--- src/rtl/ecam_pkg.sv ---
package ecam_pkg;

    localparam int DATA_W  = 32;
    localparam int BUS_W   = 8;
    localparam int DEV_W   = 5;
    localparam int FN_W    = 3;
    localparam int OFS_W   = 12;
    localparam int DW_W    = OFS_W - 2;
    localparam int FN_LSB  = OFS_W;
    localparam int DEV_LSB = FN_LSB + FN_W;
    localparam int BUS_LSB = DEV_LSB + DEV_W;
    localparam int ADDR_W  = BUS_LSB + BUS_W;

    localparam logic [DATA_W-1:0] ALL_ONES = '1;

    typedef enum logic [1:0] {
        ROUTE_LOCAL = 2'd0,
        ROUTE_OWN   = 2'd1,
        ROUTE_TYPE0 = 2'd2,
        ROUTE_TYPE1 = 2'd3
    } route_e;

    typedef enum logic [1:0] {
        CPL_OK    = 2'd0,
        CPL_UNSUP = 2'd1,
        CPL_RETRY = 2'd2,
        CPL_ABORT = 2'd3
    } cpl_e;

    typedef enum logic [1:0] {
        ST_IDLE  = 2'd0,
        ST_ISSUE = 2'd1,
        ST_WAIT  = 2'd2,
        ST_RESP  = 2'd3
    } seq_state_e;

    typedef struct packed {
        logic [BUS_W-1:0] bus;
        logic [DEV_W-1:0] dev;
        logic [FN_W-1:0]  fn;
        logic [DW_W-1:0]  dw;
    } cfg_tgt_t;

    typedef struct packed {
        logic [DATA_W-1:0] data;
        logic              poison;
    } hrsp_t;

    function automatic cfg_tgt_t split_offset(input logic [ADDR_W-1:0] a);
        cfg_tgt_t t;
        t.bus = a[BUS_LSB +: BUS_W];
        t.dev = a[DEV_LSB +: DEV_W];
        t.fn  = a[FN_LSB  +: FN_W];
        t.dw  = a[2 +: DW_W];
        return t;
    endfunction

    function automatic hrsp_t local_reply(input logic is_write);
        hrsp_t r;
        r.data   = is_write ? '0 : ALL_ONES;
        r.poison = 1'b0;
        return r;
    endfunction

endpackage

--- src/rtl/ecam_decode.sv ---
module ecam_decode
    import ecam_pkg::*;
(
    input  logic [ADDR_W-1:0] addr,
    input  logic [BUS_W-1:0]  primary,
    input  logic [BUS_W-1:0]  secondary,
    input  logic [BUS_W-1:0]  subordinate,
    input  logic              ari_fwd_en,
    output cfg_tgt_t          tgt,
    output route_e            route
);

    logic misaligned;
    logic on_primary;
    logic on_secondary;
    logic below_sub;
    logic root_fn;
    logic ari_block;

    always_comb begin
        tgt          = split_offset(addr);
        misaligned   = (addr[1:0] != 2'b00);
        on_primary   = (tgt.bus == primary);
        on_secondary = (tgt.bus == secondary);
        below_sub    = (tgt.bus > secondary) && (tgt.bus <= subordinate);
        root_fn      = (tgt.dev == '0) && (tgt.fn == '0);
        ari_block    = !ari_fwd_en && (tgt.dev != '0);
    end

    always_comb begin
        if (misaligned) begin
            route = ROUTE_LOCAL;
        end else if (on_primary) begin
            route = root_fn ? ROUTE_OWN : ROUTE_LOCAL;
        end else if (on_secondary) begin
            route = ari_block ? ROUTE_LOCAL : ROUTE_TYPE0;
        end else if (below_sub) begin
            route = ROUTE_TYPE1;
        end else begin
            route = ROUTE_LOCAL;
        end
    end

endmodule

--- src/rtl/ecam_cpl_fmt.sv ---
module ecam_cpl_fmt
    import ecam_pkg::*;
(
    input  logic              is_write,
    input  logic [1:0]        status,
    input  logic [DATA_W-1:0] data,
    input  logic              poison,
    input  logic              poison_fwd_dis,
    input  logic              retries_spent,
    output logic              retry_again,
    output hrsp_t             rsp
);

    cpl_e st;

    always_comb begin
        st          = cpl_e'(status);
        retry_again = (st == CPL_RETRY) && !retries_spent;
        rsp         = local_reply(is_write);
        if (!is_write) begin
            unique case (st)
                CPL_OK: begin
                    if (poison && poison_fwd_dis) begin
                        rsp.data   = ALL_ONES;
                        rsp.poison = 1'b0;
                    end else begin
                        rsp.data   = data;
                        rsp.poison = poison;
                    end
                end
                default: begin
                    rsp.data   = ALL_ONES;
                    rsp.poison = 1'b0;
                end
            endcase
        end
    end

endmodule

--- src/rtl/ecam_seq.sv ---
module ecam_seq
    import ecam_pkg::*;
#(
    parameter int RETRY_W = 4
) (
    input  logic               clk,
    input  logic               rst,
    input  logic               req_valid,
    input  logic               req_write,
    input  logic [DATA_W-1:0]  req_wdata,
    input  cfg_tgt_t           tgt,
    input  route_e             route,
    input  logic [DATA_W-1:0]  own_rdata,
    input  logic [RETRY_W-1:0] retry_limit,
    input  logic               cq_ready,
    input  logic               cc_valid,
    input  logic               retry_again,
    input  hrsp_t              cpl_rsp,
    output logic               req_ready,
    output logic               own_valid,
    output logic               cq_valid,
    output logic               cq_type1,
    output logic               cur_write,
    output cfg_tgt_t           cur_tgt,
    output logic [DATA_W-1:0]  cur_wdata,
    output logic               retries_spent,
    output logic               rsp_valid,
    output hrsp_t              rsp
);

    seq_state_e         state;
    logic [RETRY_W-1:0] retry_cnt;
    logic               accept;

    always_comb begin
        req_ready     = (state == ST_IDLE);
        accept        = req_ready && req_valid;
        own_valid     = accept && (route == ROUTE_OWN);
        cq_valid      = (state == ST_ISSUE);
        rsp_valid     = (state == ST_RESP);
        retries_spent = (retry_cnt >= retry_limit);
    end

    always_ff @(posedge clk) begin
        if (rst) begin
            state     <= ST_IDLE;
            retry_cnt <= '0;
            cq_type1  <= 1'b0;
            cur_write <= 1'b0;
            cur_tgt   <= '0;
            cur_wdata <= '0;
            rsp       <= '0;
        end else begin
            unique case (state)
                ST_IDLE: begin
                    if (req_valid) begin
                        cur_write <= req_write;
                        cur_tgt   <= tgt;
                        cur_wdata <= req_wdata;
                        retry_cnt <= '0;
                        cq_type1  <= (route == ROUTE_TYPE1);
                        unique case (route)
                            ROUTE_LOCAL: begin
                                rsp   <= local_reply(req_write);
                                state <= ST_RESP;
                            end
                            ROUTE_OWN: begin
                                rsp.data   <= req_write ? '0 : own_rdata;
                                rsp.poison <= 1'b0;
                                state      <= ST_RESP;
                            end
                            default: begin
                                state <= ST_ISSUE;
                            end
                        endcase
                    end
                end
                ST_ISSUE: begin
                    if (cq_ready) begin
                        state <= ST_WAIT;
                    end
                end
                ST_WAIT: begin
                    if (cc_valid) begin
                        if (retry_again) begin
                            retry_cnt <= retry_cnt + 1'b1;
                            state     <= ST_ISSUE;
                        end else begin
                            rsp   <= cpl_rsp;
                            state <= ST_RESP;
                        end
                    end
                end
                default: begin
                    state <= ST_IDLE;
                end
            endcase
        end
    end

endmodule

--- src/rtl/ecam_cfg_router.sv ---
module ecam_cfg_router
    import ecam_pkg::*;
#(
    parameter int RETRY_W = 4
) (
    input  logic               clk,
    input  logic               rst,
    input  logic               req_valid,
    output logic               req_ready,
    input  logic               req_write,
    input  logic [ADDR_W-1:0]  req_addr,
    input  logic [DATA_W-1:0]  req_wdata,
    output logic               rsp_valid,
    output logic [DATA_W-1:0]  rsp_rdata,
    output logic               rsp_poison,
    input  logic [BUS_W-1:0]   cfg_primary,
    input  logic [BUS_W-1:0]   cfg_secondary,
    input  logic [BUS_W-1:0]   cfg_subordinate,
    input  logic               cfg_ari_fwd_en,
    input  logic               cfg_poison_fwd_dis,
    input  logic [RETRY_W-1:0] cfg_retry_limit,
    output logic               own_valid,
    output logic               own_write,
    output logic [DW_W-1:0]    own_reg,
    output logic [DATA_W-1:0]  own_wdata,
    input  logic [DATA_W-1:0]  own_rdata,
    output logic               cq_valid,
    input  logic               cq_ready,
    output logic               cq_type1,
    output logic               cq_write,
    output logic [BUS_W-1:0]   cq_bus,
    output logic [DEV_W-1:0]   cq_dev,
    output logic [FN_W-1:0]    cq_func,
    output logic [DW_W-1:0]    cq_reg,
    output logic [DATA_W-1:0]  cq_wdata,
    input  logic               cc_valid,
    input  logic [1:0]         cc_status,
    input  logic [DATA_W-1:0]  cc_data,
    input  logic               cc_poison
);

    cfg_tgt_t dec_tgt;
    route_e   dec_route;
    cfg_tgt_t cur_tgt;
    hrsp_t    cpl_rsp;
    hrsp_t    out_rsp;
    logic     retry_again;
    logic     retries_spent;

    ecam_decode u_decode (
        .addr        (req_addr),
        .primary     (cfg_primary),
        .secondary   (cfg_secondary),
        .subordinate (cfg_subordinate),
        .ari_fwd_en  (cfg_ari_fwd_en),
        .tgt         (dec_tgt),
        .route       (dec_route)
    );

    ecam_cpl_fmt u_fmt (
        .is_write       (cq_write),
        .status         (cc_status),
        .data           (cc_data),
        .poison         (cc_poison),
        .poison_fwd_dis (cfg_poison_fwd_dis),
        .retries_spent  (retries_spent),
        .retry_again    (retry_again),
        .rsp            (cpl_rsp)
    );

    ecam_seq #(.RETRY_W(RETRY_W)) u_seq (
        .clk           (clk),
        .rst           (rst),
        .req_valid     (req_valid),
        .req_write     (req_write),
        .req_wdata     (req_wdata),
        .tgt           (dec_tgt),
        .route         (dec_route),
        .own_rdata     (own_rdata),
        .retry_limit   (cfg_retry_limit),
        .cq_ready      (cq_ready),
        .cc_valid      (cc_valid),
        .retry_again   (retry_again),
        .cpl_rsp       (cpl_rsp),
        .req_ready     (req_ready),
        .own_valid     (own_valid),
        .cq_valid      (cq_valid),
        .cq_type1      (cq_type1),
        .cur_write     (cq_write),
        .cur_tgt       (cur_tgt),
        .cur_wdata     (cq_wdata),
        .retries_spent (retries_spent),
        .rsp_valid     (rsp_valid),
        .rsp           (out_rsp)
    );

    always_comb begin
        own_write  = req_write;
        own_reg    = dec_tgt.dw;
        own_wdata  = req_wdata;
        cq_bus     = cur_tgt.bus;
        cq_dev     = cur_tgt.dev;
        cq_func    = cur_tgt.fn;
        cq_reg     = cur_tgt.dw;
        rsp_rdata  = out_rsp.data;
        rsp_poison = out_rsp.poison;
    end

endmodule

--- config.mk ---
export PLATFORM = sky130hd
export DESIGN_NAME = ecam_cfg_router
export DESIGN_NICKNAME = d
export VERILOG_FILES = /design/src/rtl/ecam_pkg.sv /design/src/rtl/ecam_decode.sv /design/src/rtl/ecam_cpl_fmt.sv /design/src/rtl/ecam_seq.sv /design/src/rtl/ecam_cfg_router.sv
export SDC_FILE = /design/constraint.sdc
export NUM_CORES = 1
export LEC_CHECK = 0
export ABC_CLOCK_PERIOD_IN_PS = 4100
export BUFFER_PORTS_ARGS = -buffer_cell sky130_fd_sc_hd__buf_4
export CAP_MARGIN = 20
export CORE_AREA = 2 2 117 119
export DETAILED_ROUTE_END_ITERATION = 10
export DIE_AREA = 0 0 119 121
export PLACE_DENSITY = 0.75
export SLEW_MARGIN = 20
export SYNTH_ARGS = -nofsm -noshare
export SYNTH_HDL_FRONTEND = slang
export SYNTH_SLANG_ARGS = --single-unit
--- constraint.sdc ---
create_clock -name clk -period 4.1 [get_ports clk]
set_input_delay 0.82 -clock clk [delete_from_list [all_inputs] [get_ports clk]]
set_output_delay 0.82 -clock clk [all_outputs]
set_load 0.02 [all_outputs]
Word level (Yosys, flattened, before mapping):

Index checks and enable logic that the tools add are counted.
W data, S select, Z words.

* output and inout port bits: 140
* bits in registers: 99
* word-level logic and storage cells: 77
* input port bits: 163

* reduce and logical (&&, ||, !) cells: 22
* multiplexer cells: 26
* add/sub/neg operators: 1
* equal/unequal tests: 14
* order comparisons: 3

Operators with widths (number)
* $mux W33: 6
* $pmux W33 S2: 2
* $mux W32: 2
* $mux W2: 10
* $eq A8 B8 Y1: 2
* $mux W4: 3
* $eq A2 B2 Y1 const B: 4
* $gt A8 B8 Y1: 1
* $le A8 B8 Y1: 1
* $ne A2 B2 Y1 const B: 4
* $pmux W4 S2: 1
* $logic_and A1 B1 Y1: 7
* $logic_not A2 Y1: 3
* $pmux W2 S3: 1
* $logic_not A5 Y1: 1
* $reduce_and A5 Y1: 1
* $reduce_bool A5 Y1: 1
* $add A4 B1 Y4 const B: 1
* $eq A2 B1 Y1 const B: 2
* $ge A4 B4 Y1: 1
* $reduce_and A4 Y1: 1
* $reduce_bool A2 Y1: 2
* $logic_not A3 Y1: 1
* $ne A3 B1 Y1 const B: 1
* 6 further kinds: 7

Logic depth before layout (Yosys ltp):

* word-level depth: 11
* mapped depth: 11
* depth with buffers taken out: 9

Cells and area by module:

A second synthesis with hierarchy kept.

* cells, all modules: 712
* area total of the unflattened synthesis: 5400.2 um^2

By module, submodules not included
* ecam_seq: sequential area each 1981.9 um^2, instances 1, cells each 503, area each 4033.9 um^2
* ecam_decode: sequential area each 0.0 um^2, instances 1, cells each 101, area each 740.7 um^2
* ecam_cpl_fmt: sequential area each 0.0 um^2, instances 1, cells each 75, area each 377.9 um^2
* ecam_cfg_router: sequential area each 0.0 um^2, instances 1, cells each 33, area each 247.7 um^2

Least setup slack after synthesis:

Ideal clock, no wire load.

* path kind: input-to-output
* from: input port req_addr[16]
* to: output port own_valid
* data required time: 3280 ps
* buffers on the path: 1
* arrival time: 2173 ps
* stages: 5
* setup slack: 1107 ps
* cell sequence: or4_1 > nor2_1 > nand4_1 > clkbuf_1 > nor2_1

* longest elaborated chain between the ends: 8
* elaborated cells on any way between the ends: 11
* those cells by class: 1 x eq/ne; 5 x mux; 5 x reduce/logical

RTL lines
* from (decl): line ecam_cfg_router.sv:11 `input logic [ADDR_W-1:0] req_addr,`
* $reduce_bool A5 Y1: line ecam_decode.sv:27 `ari_block = !ari_fwd_en && (tgt.dev != '0);`
* $logic_and A1 B1 Y1: line ecam_decode.sv:27
* $mux W2: line ecam_decode.sv:36 `route = ari_block ? ROUTE_LOCAL : ROUTE_TYPE0;`
* $mux W2: line ecam_decode.sv:35 `end else if (on_secondary) begin`
* $mux W2 (*): line ecam_decode.sv:33 `end else if (on_primary) begin`
* $mux W2 (*): line ecam_decode.sv:31 `if (misaligned) begin`
* $eq A2 B1 Y1 (*): line ecam_seq.sv:38 `own_valid = accept && (route == ROUTE_OWN);`
* $logic_and A1 B1 Y1 (*): line ecam_seq.sv:38
* to (decl): line ecam_cfg_router.sv:22 `output logic own_valid,`

Every way passes the cells marked *; elsewhere a longest branch is shown, timed or not.

Worst setup path after layout:

Same ends and word-level chain as after synthesis.

==> metrics.md <==
| Metric | Value |
|---|---|
| Max transition margin | `0.316` |
| Static power due to leakage | `3.52 nW` |
| Leading cell types by count after synthesis | `nand2_1 (125), a21oi_1 (104), dfxtp_1 (99)` |
| Total detailed-routing wirelength | `15500 µm` |
| Kind of path behind the tightest hold check | `flip-flop to flip-flop` |
| Via count of the first global-routing pass | `4772` |
| Dominant cell by count in the synthesized netlist | `nand2_1` |
| Placed instance area | `7110 µm²` |
| Post-placement cell count | `1056` |
| Wire length per cell | `14.5 µm` |
| Initial antenna violation count | `0` |
| Number of setup violations in the final report | `0` |
| Final setup skew | `0.00517 ns` |
| CTS sink cnt | `99` |
| Via/cell ratio | `4.86` |
| Maximum number of pins on one net before global-route repair | `69` |
| Number of fill cells in the layout | `1252` |
| Syn nets | `846` |
| Number of resized instances in the post-cts repair step | `0` |
| Post-route standard cell area excluding fillers | `7390 µm²` |
| Number of port buffers | `302` |
| Multi-input logic area | `2490 µm²` |
| Relative contribution of sequential cells to total power | `0.395` |
| Final Critical Period | `3.05 ns` |
| Post-synth top area share | `0.390` |
| CTS tree | `done` |
| Net Sw Power | `0.000941 W` |
| Clock latency reported for the late side of the worst-skew pair | `0.34 ns` |
| Number of search-and-repair iterations in the first detailed-routing pass | `4` |
| Starting DRC count in detailed routing | `334` |
| Number of synthesized flops with an enable pin | `0` |
| Number of max-capacitance violations reported | `0` |
| Cell Rows | `42` |
| Height of the chip | `121 µm` |
| Average cell area after synthesis | `7.67 µm²` |
| Setup total negative slack | `0 ns` |
| Area taken by flip-flops and latches | `1980 µm²` |
| Instance count of the mapped netlist | `662` |
| Root Driver | `clkbuf_16` |
| Non-filler cells in the finished layout | `1072` |
| Post-CTS Setup Bufs | `0` |
| Share of total power in combinational logic | `0.320` |
| Final worst path period share | `0.744` |
| Critical Path RT | `3.28 ns` |
| Cell area after synthesis | `5080 µm²` |
| Routability Congestion | `0.931` |
| # hold bufs at CTS | `0` |
| Floorplan core area | `13100 µm²` |
| Number of top-level pins | `303` |
| Share of total power in the clock network | `0.285` |
| Run status | `finished clean` |
| RSZ-0062 raised after global routing | `no` |
| Worst voltage drop across the vdd grid | `0.224 mV` |
| Total Die Area | `14400 µm²` |
| Share of flip-flops with an asynchronous set or reset after synthesis | `0` |
| # DRC | `0` |
| Starting density of the core | `0.388` |
| Clock buffer depth | `2` |
| Top achievable clock speed | `0.328 GHz` |
| Critical path capture point type | `output pin` |
| Area leader, netlist | `dfxtp_1` |
| Number of buffers created by CTS | `9` |
| Detailed placer's ending HPWL | `11700 µm` |
| Final net count | `1075` |
| Global-route wire length before repair | `23700 µm` |
| Int Pwr | `0.00190 W` |
| Arrival time reported for the critical path endpoint | `2.23 ns` |
| Clock transition at the registers of the reported paths | `0.07 ns` |
| Transition time of the tightest slew-check pin | `1.03 ns` |
| Max-slew violation count | `0` |
| Pwr per Cell Area | `384 nW/µm²` |
| Overall Global Routing Usage | `0.205` |
| Die Span X | `119 µm` |
| Part of the Yosys area used for sequential elements | `0.390` |
| ANT nets after route | `0` |
| Number of diodes | `0` |
| Share of layout cells above drive strength 1 | `0.375` |
| Primary FF master, synth | `dfxtp_1` |
| Highest net fanout along the worst path | `33` |
| Layout area overhead | `45.6%` |
| Net switching fraction of the power | `0.331` |
| Fin. Hold Viols | `0` |
| Sum of overflow across all layers after global routing | `0` |
| Total vias in the final route | `5214` |
| Register bit total from synthesis | `99` |
| Number of distinct library cells after synthesis | `35` |
| Warnings, synthesis | `0` |
| Path type of the worst setup path | `input port to output pin` |
| H-Tree Depth | `3` |
| Top area cells in the synthesized netlist | `dfxtp_1 (39%), a21oi_1 (10%), nand2_1 (9.2%)` |
| Critical Path Source Type | `input port` |
-- final timing paths --
| kind | startpoint | end | cells past startpoint | slack [ns] |
|---|---|---|---|---|
| min reg2reg | u_seq.cur_tgt[6] | u_seq.cur_tgt[6] | 2 | 0.45 |
| min | u_seq.cur_tgt[6] | u_seq.cur_tgt[6] | 2 | 0.45 |
| max | req_addr[16] | own_valid | 7 | 1.05 |
| max reg2reg | u_seq.retry_cnt[0] | u_seq.rsp[0] | 10 | 1.72 |
-- stage by stage --
step                      worst slack (ns)  total power, W  hold slack (ns)  utilization
after detailed placement              1.05         0.00206            0.447        0.543
after global placement                1.06         0.00205            0.441        0.543
final                                 1.05         0.00284            0.454        0.565
after global routing                 0.926         0.00299            0.471        0.565
after floorplan                       1.11         0.00167            0.510            -
after CTS                             1.05         0.00288            0.457        0.565
-- worst max-delay path, cell delays in order --
cell	delay [ns]
buf_4	0.11
or4_1	0.51
nor2_1	0.15
nand4_1	0.10
buf_4	0.25
nor2_1	0.13
buf_4	0.15
-- sequential cells by signal (all words and copies together), names as in the netlist --
signal and count:
u_seq.cur_wdata 32, u_seq.retry_cnt 4, u_seq.cq_type1 1, u_seq.rsp 33, u_seq.cur_tgt 26, u_seq.state 2, u_seq.cur_write 1
-- power groups by stage --
stage | logic (W) | registers [W] | clock network, W
2_1_floorplan | 0.000408 | 0.00126 | 0
3_3_place_gp | 0.000910 | 0.00114 | 0
3_5_place_dp | 0.000915 | 0.00114 | 0
4_1_cts | 0.000916 | 0.00112 | 0.000841
5_1_grt | 0.000979 | 0.00113 | 0.000880
6_report | 0.000908 | 0.00112 | 0.000811
-- layer usage --
| layer | up-vias | global-route usage | routed length, µm |
|---|---|---|---|
| li1 | 2669 | - | - |
| met1 | 2315 | 0.245 | 6470 |
| met2 | 206 | 0.349 | 7520 |
| met3 | 24 | 0.0597 | 1190 |
| met4 | 0 | 0.0751 | 349 |
| met5 | - | 0 | 0 |
-- cell usage in the layout (no fill, tap or decap), drive strengths merged, types with 3 or more instances in the layout --
| master | netlist | routed |
|---|---|---|
| nor2 | 73 | 73 |
| buf | 49 | 310 |
| xnor2 | 8 | 8 |
| inv | 23 | 25 |
| or2 | 3 | 3 |
| ha | 21 | 21 |
| o21ai | 7 | 7 |
| dfxtp | 99 | 99 |
| nand2 | 125 | 125 |
| nor3 | 6 | 6 |
| a21oi | 104 | 104 |
| o22a | 33 | 33 |
| o31ai | 32 | 32 |
| o211ai | 4 | 4 |
| nand3 | 3 | 3 |
| nor2b | 5 | 5 |
| clkbuf | 43 | 10 |
| nand4 | 9 | 9 |
-- cell type report --
class,count,area share
repair buffers,310,0.315
flip-flops and latches,99,0.268
clock inverters,6,0.00660
inverters,23,0.0117
multi-input cells,448,0.337
clock buffers,10,0.0323
well taps,176,0.0298
-- kinds of logic after synthesis --
logic type / synth area share
xor gates and xnor gates: 0.0172
DFF: 0.390
and+or+nand+nor: 0.186
AOI/OAI and AO/OA: 0.228
adders and majority gates: 0.0517
buffers and inverters: 0.123
muxes: 0.00493
No activity file was read; power rests on OpenSTA's default activity.
